**config.mk**
```make
export PLATFORM = sky130hd
export DESIGN_NAME = can_mode_seq
export DESIGN_NICKNAME = d
export VERILOG_FILES = /design/src/rtl/can_mode_pkg.sv /design/src/rtl/can_idle_det.sv /design/src/rtl/can_mode_fsm.sv /design/src/rtl/can_mode_out.sv /design/src/rtl/can_mode_seq.sv
export SDC_FILE = /design/constraint.sdc
export NUM_CORES = 1
export LEC_CHECK = 0
export ABC_AREA = 1
export BUFFER_PORTS_ARGS = -buffer_cell sky130_fd_sc_hd__buf_4
export CAP_MARGIN = 10
export CORE_MARGIN = 2
export CORE_UTILIZATION = 50
export CTS_CLUSTER_SIZE = 30
export DETAILED_ROUTE_END_ITERATION = 10
export PLACE_DENSITY = 0.76
export RECOVER_POWER = 100
export REMOVE_ABC_BUFFERS = 1
export SLEW_MARGIN = 10
export SYNTH_ARGS = -nofsm -noshare
export SYNTH_HDL_FRONTEND = slang
export SYNTH_HIERARCHICAL = 1
export SYNTH_SLANG_ARGS = --single-unit
export TNS_END_PERCENT = 20
```
**constraint.sdc**
```tcl
create_clock -name clk_i -period 1.5 [get_ports clk_i]
set_clock_uncertainty 0.05 [all_clocks]
set_input_delay 0.075 -clock clk_i [delete_from_list [all_inputs] [get_ports clk_i]]
set_output_delay 0.075 -clock clk_i [all_outputs]
set_load 0.02 [all_outputs]
```
**src/rtl/can_mode_pkg.sv**
```systemverilog
package can_mode_pkg;
  typedef enum logic [2:0] {
    ST_SLEEP, ST_WAKE, ST_FRZ, ST_FRZ_EXIT, ST_RUN, ST_BOFF
  } seq_state_e;

  localparam logic [1:0] MODE_SLEEP  = 2'b00;
  localparam logic [1:0] MODE_FREEZE = 2'b01;
  localparam logic [1:0] MODE_NORMAL = 2'b10;
  localparam logic [1:0] MODE_BUSOFF = 2'b11;
endpackage

```
**src/rtl/can_idle_det.sv**
```systemverilog
module can_idle_det #(
  parameter int IDLE_BITS = 11
) (
  input  logic clk_i,
  input  logic rst_ni,
  input  logic arm_i,
  input  logic sample_i,
  input  logic rx_i,
  output logic idle_o
);
  localparam int CNT_W = $clog2(IDLE_BITS);
  localparam logic [CNT_W-1:0] LAST = CNT_W'(IDLE_BITS - 1);

  logic [CNT_W-1:0] cnt_q;
  logic             idle_q;

  always_ff @(posedge clk_i or negedge rst_ni) begin
    if (!rst_ni) begin
      cnt_q  <= '0;
      idle_q <= 1'b0;
    end else if (!arm_i) begin
      cnt_q  <= '0;
      idle_q <= 1'b0;
    end else if (sample_i) begin
      if (!rx_i) begin
        cnt_q  <= '0;
        idle_q <= 1'b0;
      end else if (cnt_q == LAST) begin
        cnt_q  <= '0;
        idle_q <= 1'b1;
      end else begin
        cnt_q  <= cnt_q + 1'b1;
        idle_q <= 1'b0;
      end
    end else begin
      idle_q <= 1'b0;
    end
  end

  assign idle_o = idle_q;
endmodule

```
**src/rtl/can_mode_fsm.sv**
```systemverilog
module can_mode_fsm
  import can_mode_pkg::*;
(
  input  logic       clk_i,
  input  logic       rst_ni,
  input  logic       sleep_req_i,
  input  logic       freeze_req_i,
  input  logic       auto_wake_en_i,
  input  logic       auto_bo_exit_en_i,
  input  logic       busy_i,
  input  logic       bus_off_i,
  input  logic       sof_det_i,
  input  logic       idle_i,
  output seq_state_e state_o,
  output logic       idle_arm_o,
  output logic       sleep_clr_o,
  output logic       bo_recover_o
);
  seq_state_e state_q, state_d;
  logic bo_pend_q, bo_pend_d;
  logic clr_q, clr_d;
  logic rec_q, rec_d;

  always_comb begin
    state_d   = state_q;
    bo_pend_d = bo_pend_q;
    clr_d     = 1'b0;
    rec_d     = 1'b0;
    unique case (state_q)
      ST_SLEEP: begin
        if (freeze_req_i)      state_d = ST_FRZ;
        else if (!sleep_req_i) state_d = ST_WAKE;
        else if (auto_wake_en_i && sof_det_i) begin
          state_d = ST_WAKE;
          clr_d   = 1'b1;
        end
      end
      ST_WAKE: begin
        if (freeze_req_i) state_d = ST_FRZ;
        else if (idle_i)  state_d = ST_RUN;
      end
      ST_RUN: begin
        if (bus_off_i)                      state_d = ST_BOFF;
        else if (!busy_i && freeze_req_i)   state_d = ST_FRZ;
        else if (!busy_i && sleep_req_i)    state_d = ST_SLEEP;
      end
      ST_FRZ: begin
        if (!freeze_req_i) state_d = ST_FRZ_EXIT;
      end
      ST_FRZ_EXIT: begin
        if (freeze_req_i) state_d = ST_FRZ;
        else if (idle_i) begin
          state_d   = ST_RUN;
          rec_d     = bo_pend_q;
          bo_pend_d = 1'b0;
        end
      end
      ST_BOFF: begin
        if (freeze_req_i) begin
          state_d   = ST_FRZ;
          bo_pend_d = 1'b1;
        end else if (auto_bo_exit_en_i && idle_i) begin
          state_d = ST_RUN;
          rec_d   = 1'b1;
        end
      end
      default: state_d = ST_SLEEP;
    endcase
  end

  always_ff @(posedge clk_i or negedge rst_ni) begin
    if (!rst_ni) begin
      state_q   <= ST_SLEEP;
      bo_pend_q <= 1'b0;
      clr_q     <= 1'b0;
      rec_q     <= 1'b0;
    end else begin
      state_q   <= state_d;
      bo_pend_q <= bo_pend_d;
      clr_q     <= clr_d;
      rec_q     <= rec_d;
    end
  end

  assign state_o      = state_q;
  assign idle_arm_o   = (state_q == ST_WAKE) || (state_q == ST_FRZ_EXIT) || (state_q == ST_BOFF);
  assign sleep_clr_o  = clr_q;
  assign bo_recover_o = rec_q;
endmodule

```
**src/rtl/can_mode_out.sv**
```systemverilog
module can_mode_out
  import can_mode_pkg::*;
(
  input  seq_state_e state_i,
  input  logic       tx_eng_i,
  output logic [1:0] mode_o,
  output logic       sleep_ack_o,
  output logic       freeze_ack_o,
  output logic       engine_run_o,
  output logic       tx_o
);
  always_comb begin
    unique case (state_i)
      ST_SLEEP, ST_WAKE:   mode_o = MODE_SLEEP;
      ST_FRZ, ST_FRZ_EXIT: mode_o = MODE_FREEZE;
      ST_RUN:              mode_o = MODE_NORMAL;
      default:             mode_o = MODE_BUSOFF;
    endcase
  end

  assign sleep_ack_o  = (mode_o == MODE_SLEEP);
  assign freeze_ack_o = (mode_o == MODE_FREEZE);
  assign engine_run_o = (mode_o == MODE_NORMAL);
  // held engine never drives a dominant bit
  assign tx_o         = engine_run_o ? tx_eng_i : 1'b1;
endmodule

```
**src/rtl/can_mode_seq.sv**
```systemverilog
module can_mode_seq
  import can_mode_pkg::*;
#(
  parameter int IDLE_BITS = 11
) (
  input  logic       clk_i,
  input  logic       rst_ni,
  input  logic       sleep_req_i,
  input  logic       freeze_req_i,
  input  logic       auto_wake_en_i,
  input  logic       auto_bo_exit_en_i,
  input  logic       busy_i,
  input  logic       bus_off_i,
  input  logic       sof_det_i,
  input  logic       sample_i,
  input  logic       rx_i,
  input  logic       tx_eng_i,
  output logic [1:0] mode_o,
  output logic       sleep_ack_o,
  output logic       freeze_ack_o,
  output logic       engine_run_o,
  output logic       tx_o,
  output logic       idle_pulse_o,
  output logic       sleep_clr_o,
  output logic       bo_recover_o
);
  seq_state_e state;
  logic       idle_arm;
  logic       idle;

  can_idle_det #(.IDLE_BITS(IDLE_BITS)) u_idle (
    .clk_i   (clk_i),
    .rst_ni  (rst_ni),
    .arm_i   (idle_arm),
    .sample_i(sample_i),
    .rx_i    (rx_i),
    .idle_o  (idle)
  );

  can_mode_fsm u_fsm (
    .clk_i            (clk_i),
    .rst_ni           (rst_ni),
    .sleep_req_i      (sleep_req_i),
    .freeze_req_i     (freeze_req_i),
    .auto_wake_en_i   (auto_wake_en_i),
    .auto_bo_exit_en_i(auto_bo_exit_en_i),
    .busy_i           (busy_i),
    .bus_off_i        (bus_off_i),
    .sof_det_i        (sof_det_i),
    .idle_i           (idle),
    .state_o          (state),
    .idle_arm_o       (idle_arm),
    .sleep_clr_o      (sleep_clr_o),
    .bo_recover_o     (bo_recover_o)
  );

  can_mode_out u_out (
    .state_i     (state),
    .tx_eng_i    (tx_eng_i),
    .mode_o      (mode_o),
    .sleep_ack_o (sleep_ack_o),
    .freeze_ack_o(freeze_ack_o),
    .engine_run_o(engine_run_o),
    .tx_o        (tx_o)
  );

  assign idle_pulse_o = idle;
endmodule

```
## Word level (Yosys, flattened, before mapping)

Cells that the tools add are included.
Widths: inputs -> output; s select.

| storage, ports and cells | value |
|---|---|
| bits of input ports | 12 |
| bits in latches | 0 |
| output and inout port bits | 9 |
| bits in read-only memories | 0 |
| memories kept | 0 |
| memory bits (writable) | 0 |
| flip-flop bits (word level) | 11 |

| operators by class | value |
|---|---|
| add/sub/neg operators | 1 |
| shifts and indexed selects | 0 |
| bitwise logic cells | 0 |
| mux-type cells | 35 |
| multiply operators | 0 |
| reduce and logical (&&, ||, !) cells | 15 |
| $lt $le $gt $ge | 0 |
| equality and inequality tests | 17 |
| divide/modulo/power cells | 0 |

Operators by type and width:

| cell | count |
|---|---|
| $mux 3 | 11 |
| $mux 1 | 16 |
| $mux 4 | 4 |
| $pmux 3 s5 | 1 |
| $ne 2x2->1 const B | 5 |
| $eq 3x2->1 const B | 2 |
| $eq 3x3->1 const B | 2 |
| $pmux 2 s3 | 1 |
| $reduce_or 2->1 | 3 |
| $reduce_and 5->1 | 1 |
| $add 4x1->4 const B | 1 |
| $eq 4x4->1 const B | 1 |
| $logic_and 1x1->1 | 4 |
| $ne 4x2->1 const B | 1 |
| $ne 4x3->1 const B | 1 |
| $pmux 1 s2 | 2 |
| $reduce_and 4->1 | 1 |
| $eq 3x1->1 const B | 1 |
| $logic_not 3->1 | 1 |
| $ne 3x1->1 const B | 1 |
| $ne 3x2->1 const B | 1 |
| $eq 2x1->1 const B | 1 |
| $eq 2x2->1 const B | 1 |
| $logic_not 2->1 | 1 |
| other kinds (3) | 4 |

## Longest topological paths before layout

| logic depth | value |
|---|---|
| depth in word-level cells | 6 |
| mapped depth | 8 |

## Hierarchy

The synthesis kept the hierarchy.

By module, submodules not included:

| module | sequential area each (um^2) | instances | area each (um^2) | cells each |
|---|---|---|---|---|
| can_mode_fsm | 150.1 | 1 | 459.2 | 65 |
| can_idle_det | 125.1 | 1 | 307.8 | 40 |
| can_mode_out | 0.0 | 1 | 56.3 | 12 |

## Worst setup path before layout

No wires, ideal clock.

| timing | value |
|---|---|
| path type | register to register |
| from | register u_fsm.state_q[1], in the netlist u_fsm/state_o[1] |
| to | register u_fsm.state_q[0], in the netlist u_fsm/state_o[0] |
| stages on the path, launching flop included | 9 |
| path buffers | 0 |
| setup slack | 0.248 ns |
| arrival time | 1.081 ns |
| cells stage by stage | dfrtp_1 -> nor2_2 -> nand2_1 -> nor2_1 -> nand2_2 -> nand2_4 -> nor2_4 -> nand2_1 -> nand2_1 |

| between the ends | value |
|---|---|
| cells in the longest elaborated chain, start to end | 4 |
| elaborated cells on any way between the ends | 14 |
| classes of those cells | eq/ne: 10; mux: 1; reduce/logical: 3 |

Ends and longest elaborated chain:

| what | RTL line | text |
|---|---|---|
| from (decl) | can_mode_fsm.sv:19 | `seq_state_e state_q, state_d;` |
| from (signal assigned) | can_mode_fsm.sv:78 | `state_q <= state_d;` |
| $eq 3x2->1 / $eq 3x1->1 (equally long branches) | can_mode_fsm.sv:29 | `unique case (state_q)` |
| $reduce_or 2->1 (no line) | -- |  |
| $ne 3x1->1 (no line) | -- |  |
| $reduce_and 5->1 (no line) | -- |  |

Parallel ways exist; a longest one is shown, timed or not.
A chain may end at the register's enable or synchronous reset.

## Worst setup path in the final report

| timing | value |
|---|---|
| from | register u_fsm.state_q[1], in the netlist u_fsm/state_o[1] |
| to | register u_fsm.state_q[2], in the netlist u_fsm/state_o[2] |

The elaborated chain is that of the path after synthesis.

==> flow_metrics.py <==
metrics = {
    "drt": {
        "dr.pass1.iters": 4,
        "vias": 830,
        "viasPerCell": 5.29,
        "wl_um": 1800,
        "wl_per_cell_um": 11.5,
        "drc": 0,
        "ant_nets": 0,
        "drt_iter0_drc": 19,
    },
    "place": {
        "gp_congestion": 0.846,
        "port_buffers": 20,
        "place_hpwl_um": 1450,
        "dp.cells": 152,
        "dp_slack_ns": 0.0702,
        "placed_area_um2": 990,
    },
    "setup_path": {
        "reg2reg_slack_ns": 0.13,
        "reg2regPathDepth": 8,
        "critPathMaxStageDelay_ns": 0.50,
        "crit_slowest_cell": "dfrtp_1",
        "cp.required_ns": 1.59,
        "crit_path_frequent_cell": "nand2_1",
        "r2r_end": "u_fsm/state_o[2]",
        "crit_chain": "nor2_2 -> nand2_1 -> nor2_1 -> nand2_2 -> nand2_4 -> nor2_2 -> nand2_1 -> nand2_1",
        "critPathCaptureType": "register",
        "crit_fanout": 9,
        "startpoint_type": "register",
        "critical_path_class": "register to register",
        "r2r_start": "u_fsm/state_o[1]",
        "cp.arrival_ns": 1.46,
    },
    "floorplanning": {
        "start_util": 0.540,
        "die_h_um": 44.6,
        "core_area_um2": 1520,
        "rows": 14,
        "die_width_um": 44.6,
        "dieArea_um2": 1990,
        "num_io_pins": 21,
    },
    "logic_synthesis": {
        "yosys_warnings": 6,
        "synth_cell_types": 23,
        "syn_inst": 117,
        "yosysSeqAreaShare": 0.334,
        "syn_area_per_cell_um2": 7.04,
        "ys_ff_latch": 11,
        "netlist_area_um2": 823,
    },
    "global_route": {
        "grt_pass1_wl_um": 3040,
        "grt_start_max_net_pins": 12,
        "antenna_found_initial": 0,
        "grt_pass1_vias": 756,
        "grt_usage": 0.212,
        "gr-total-overflow": 0,
    },
    "sta": {
        "setup_tns_ns": 0,
        "hold-worst-slack_ns": 0.0246,
        "slew_headroom": 0.608,
        "drv_slew": 0,
        "worst_slack_ns": 0.134,
        "finalCritPeriodShare": 0.911,
        "finalCriticalPeriod_ns": 1.37,
        "worstMarginPinSlew_ns": 0.588,
        "hold_viol_final": 0,
        "rsz0062_at_grt": "no",
        "timing.fmax_mhz": 732,
        "setup_violations": 0,
    },
    "cts": {
        "cts_setup_buffers": 0,
        "cts_inserted_buffers": 3,
        "worstSkewPairLatency_ns": 0.26,
        "htree_levels": 1,
        "cts_sinks": 11,
        "cts.path.max_buffers": 2,
        "cts_tree": "yes",
        "clkSlewWorstSetupHoldPaths_ns": 0.07,
        "cts_root_buffer": "clkbuf_4",
    },
    "finish": {
        "fin_area_um2": 982,
        "antenna_cells": 0,
        "instances_no_fill": 157,
        "drive_gt1_frac": 0.270,
        "nNetsFinal": 156,
        "fillerInstances": 156,
        "post-route-util": 0.644,
        "area_growth_pct": 19.3,
    },
    "hold_path": {
        "min_path_type": "primary input to register",
        "hold_path.startpoint": "sof_det_i",
        "hold_end": "u_fsm/sleep_clr_o",
        "holdPathStages": 3,
    },
    "power": {
        "powerDensity_nw_per_um2": 1420,
        "vdd_drop_max_mv": 0.651,
        "totalPowerFinal_mw": 1.39,
        "p_leak_nw": 0.522,
    },
    "job": {
        "drv_cap": 0,
    },
    "outcome": {
        "status": "complete, no violations",
    },
}
==> synth_stat cells, drive strengths merged <==
cell type  instances  area (um^2)
nand3b             2         15.0
nand2             38          178
nor3               3         20.0
clkbuf             1         3.75
o21ai              6         37.5
nor2              14         62.6
o21bai             3         22.5
clkinv             1         3.75
a21oi              4         23.8
dfrtp             11          275
nand4              2         12.5
ha                 2         25.0
nand3             13         80.1
inv               17         63.8
==> how the worst max path moves through the flow <==
stage,slack (ns),endpoint,startpoint
final,0.13,u_fsm/state_o[2],u_fsm/state_o[1]
after global routing,0.02,u_fsm/state_o[2],u_fsm/state_o[1]
after CTS,0.06,u_fsm/state_o[2],u_fsm/state_o[2]
after detailed placement,0.07,u_fsm/state_o[2],u_fsm/state_o[2]
after global placement,0.14,u_fsm/state_o[2],u_fsm/state_o[1]
after floorplan,0.18,u_fsm/state_o[0],u_fsm/state_o[2]
==> cells in the final DEF, fill, tap and decap left out, drive strengths merged <==
cell type,netlist,layout
buf,0,12
nand3,13,13
dfrtp,11,11
nor2,14,14
ha,2,2
clkinv,1,2
dlygate4sd3,0,1
o21bai,3,3
nor3,3,3
inv,17,17
nand2,38,38
clkbuf,1,11
o21ai,6,6
nand4,2,2
a21oi,4,4
nand3b,2,2
==> sequential cells by signal (all words and copies together), names as in the netlist <==
name,count
u_fsm/bo_pend_q,1
u_fsm/bo_recover_o,1
u_fsm/sleep_clr_o,1
u_fsm/state_o,3
u_idle/cnt_q,4
u_idle/idle_o,1
==> worst max-delay path, delay by kind of cell, from the launching register on <==
family,cells,cell delay [ns]
and+or+nand+nor,8,0.71
DFF,1,0.50
==> metal layers <==
| layer | share of wire | vias up | track usage |
|---|---|---|---|
| met5 | 0 | - | 0 |
| met4 | 0.031 | 0 | 0.103 |
| met3 | 0.049 | 8 | 0.0449 |
| met2 | 0.51 | 26 | 0.377 |
| met1 | 0.41 | 378 | 0.235 |
| li1 | - | 418 | - |
==> report_power, final <==
| part | internal (mW) | switching (mW) | leakage (nW) | total [mW] |
|---|---|---|---|---|
| Clock | 0.0983 | 0.0952 | 0.0177 | 0.194 |
| Sequential | 0.347 | 0.122 | 0.142 | 0.468 |
| Combinational | 0.265 | 0.464 | 0.363 | 0.729 |
| Total | 0.710 | 0.681 | 0.522 | 1.39 |
==> final cells by class <==
cell class / count / area [um^2] / area share
flip-flops and latches: 11 / 278 / 0.283
repair buffers: 21 / 133 / 0.135
inverters: 18 / 67.6 / 0.0688
multi-input cells: 87 / 457 / 0.465
well taps: 16 / 20.0 / 0.0204
clock inverters: 1 / 5.00 / 0.00510
clock buffers: 3 / 22.5 / 0.0229
==> kinds of logic (layout without fill, tap and decap cells) <==
family	count (synthesis)	in the layout	synth area share
simple gates	72	72	0.447
buf+inv	19	43	0.0866
fa+ha+maj	2	2	0.0304
flops	11	11	0.334
compound gates	13	13	0.102
==> what timing repair did <==
action / in CTS / in global routing
hold buffers: 1 / 0
endpoints found under the setup margin: 0 / 3
hold endpoints to repair: 11 / 0
resized for setup: 0 / 2
No activity file was read; power rests on OpenSTA's default activity.
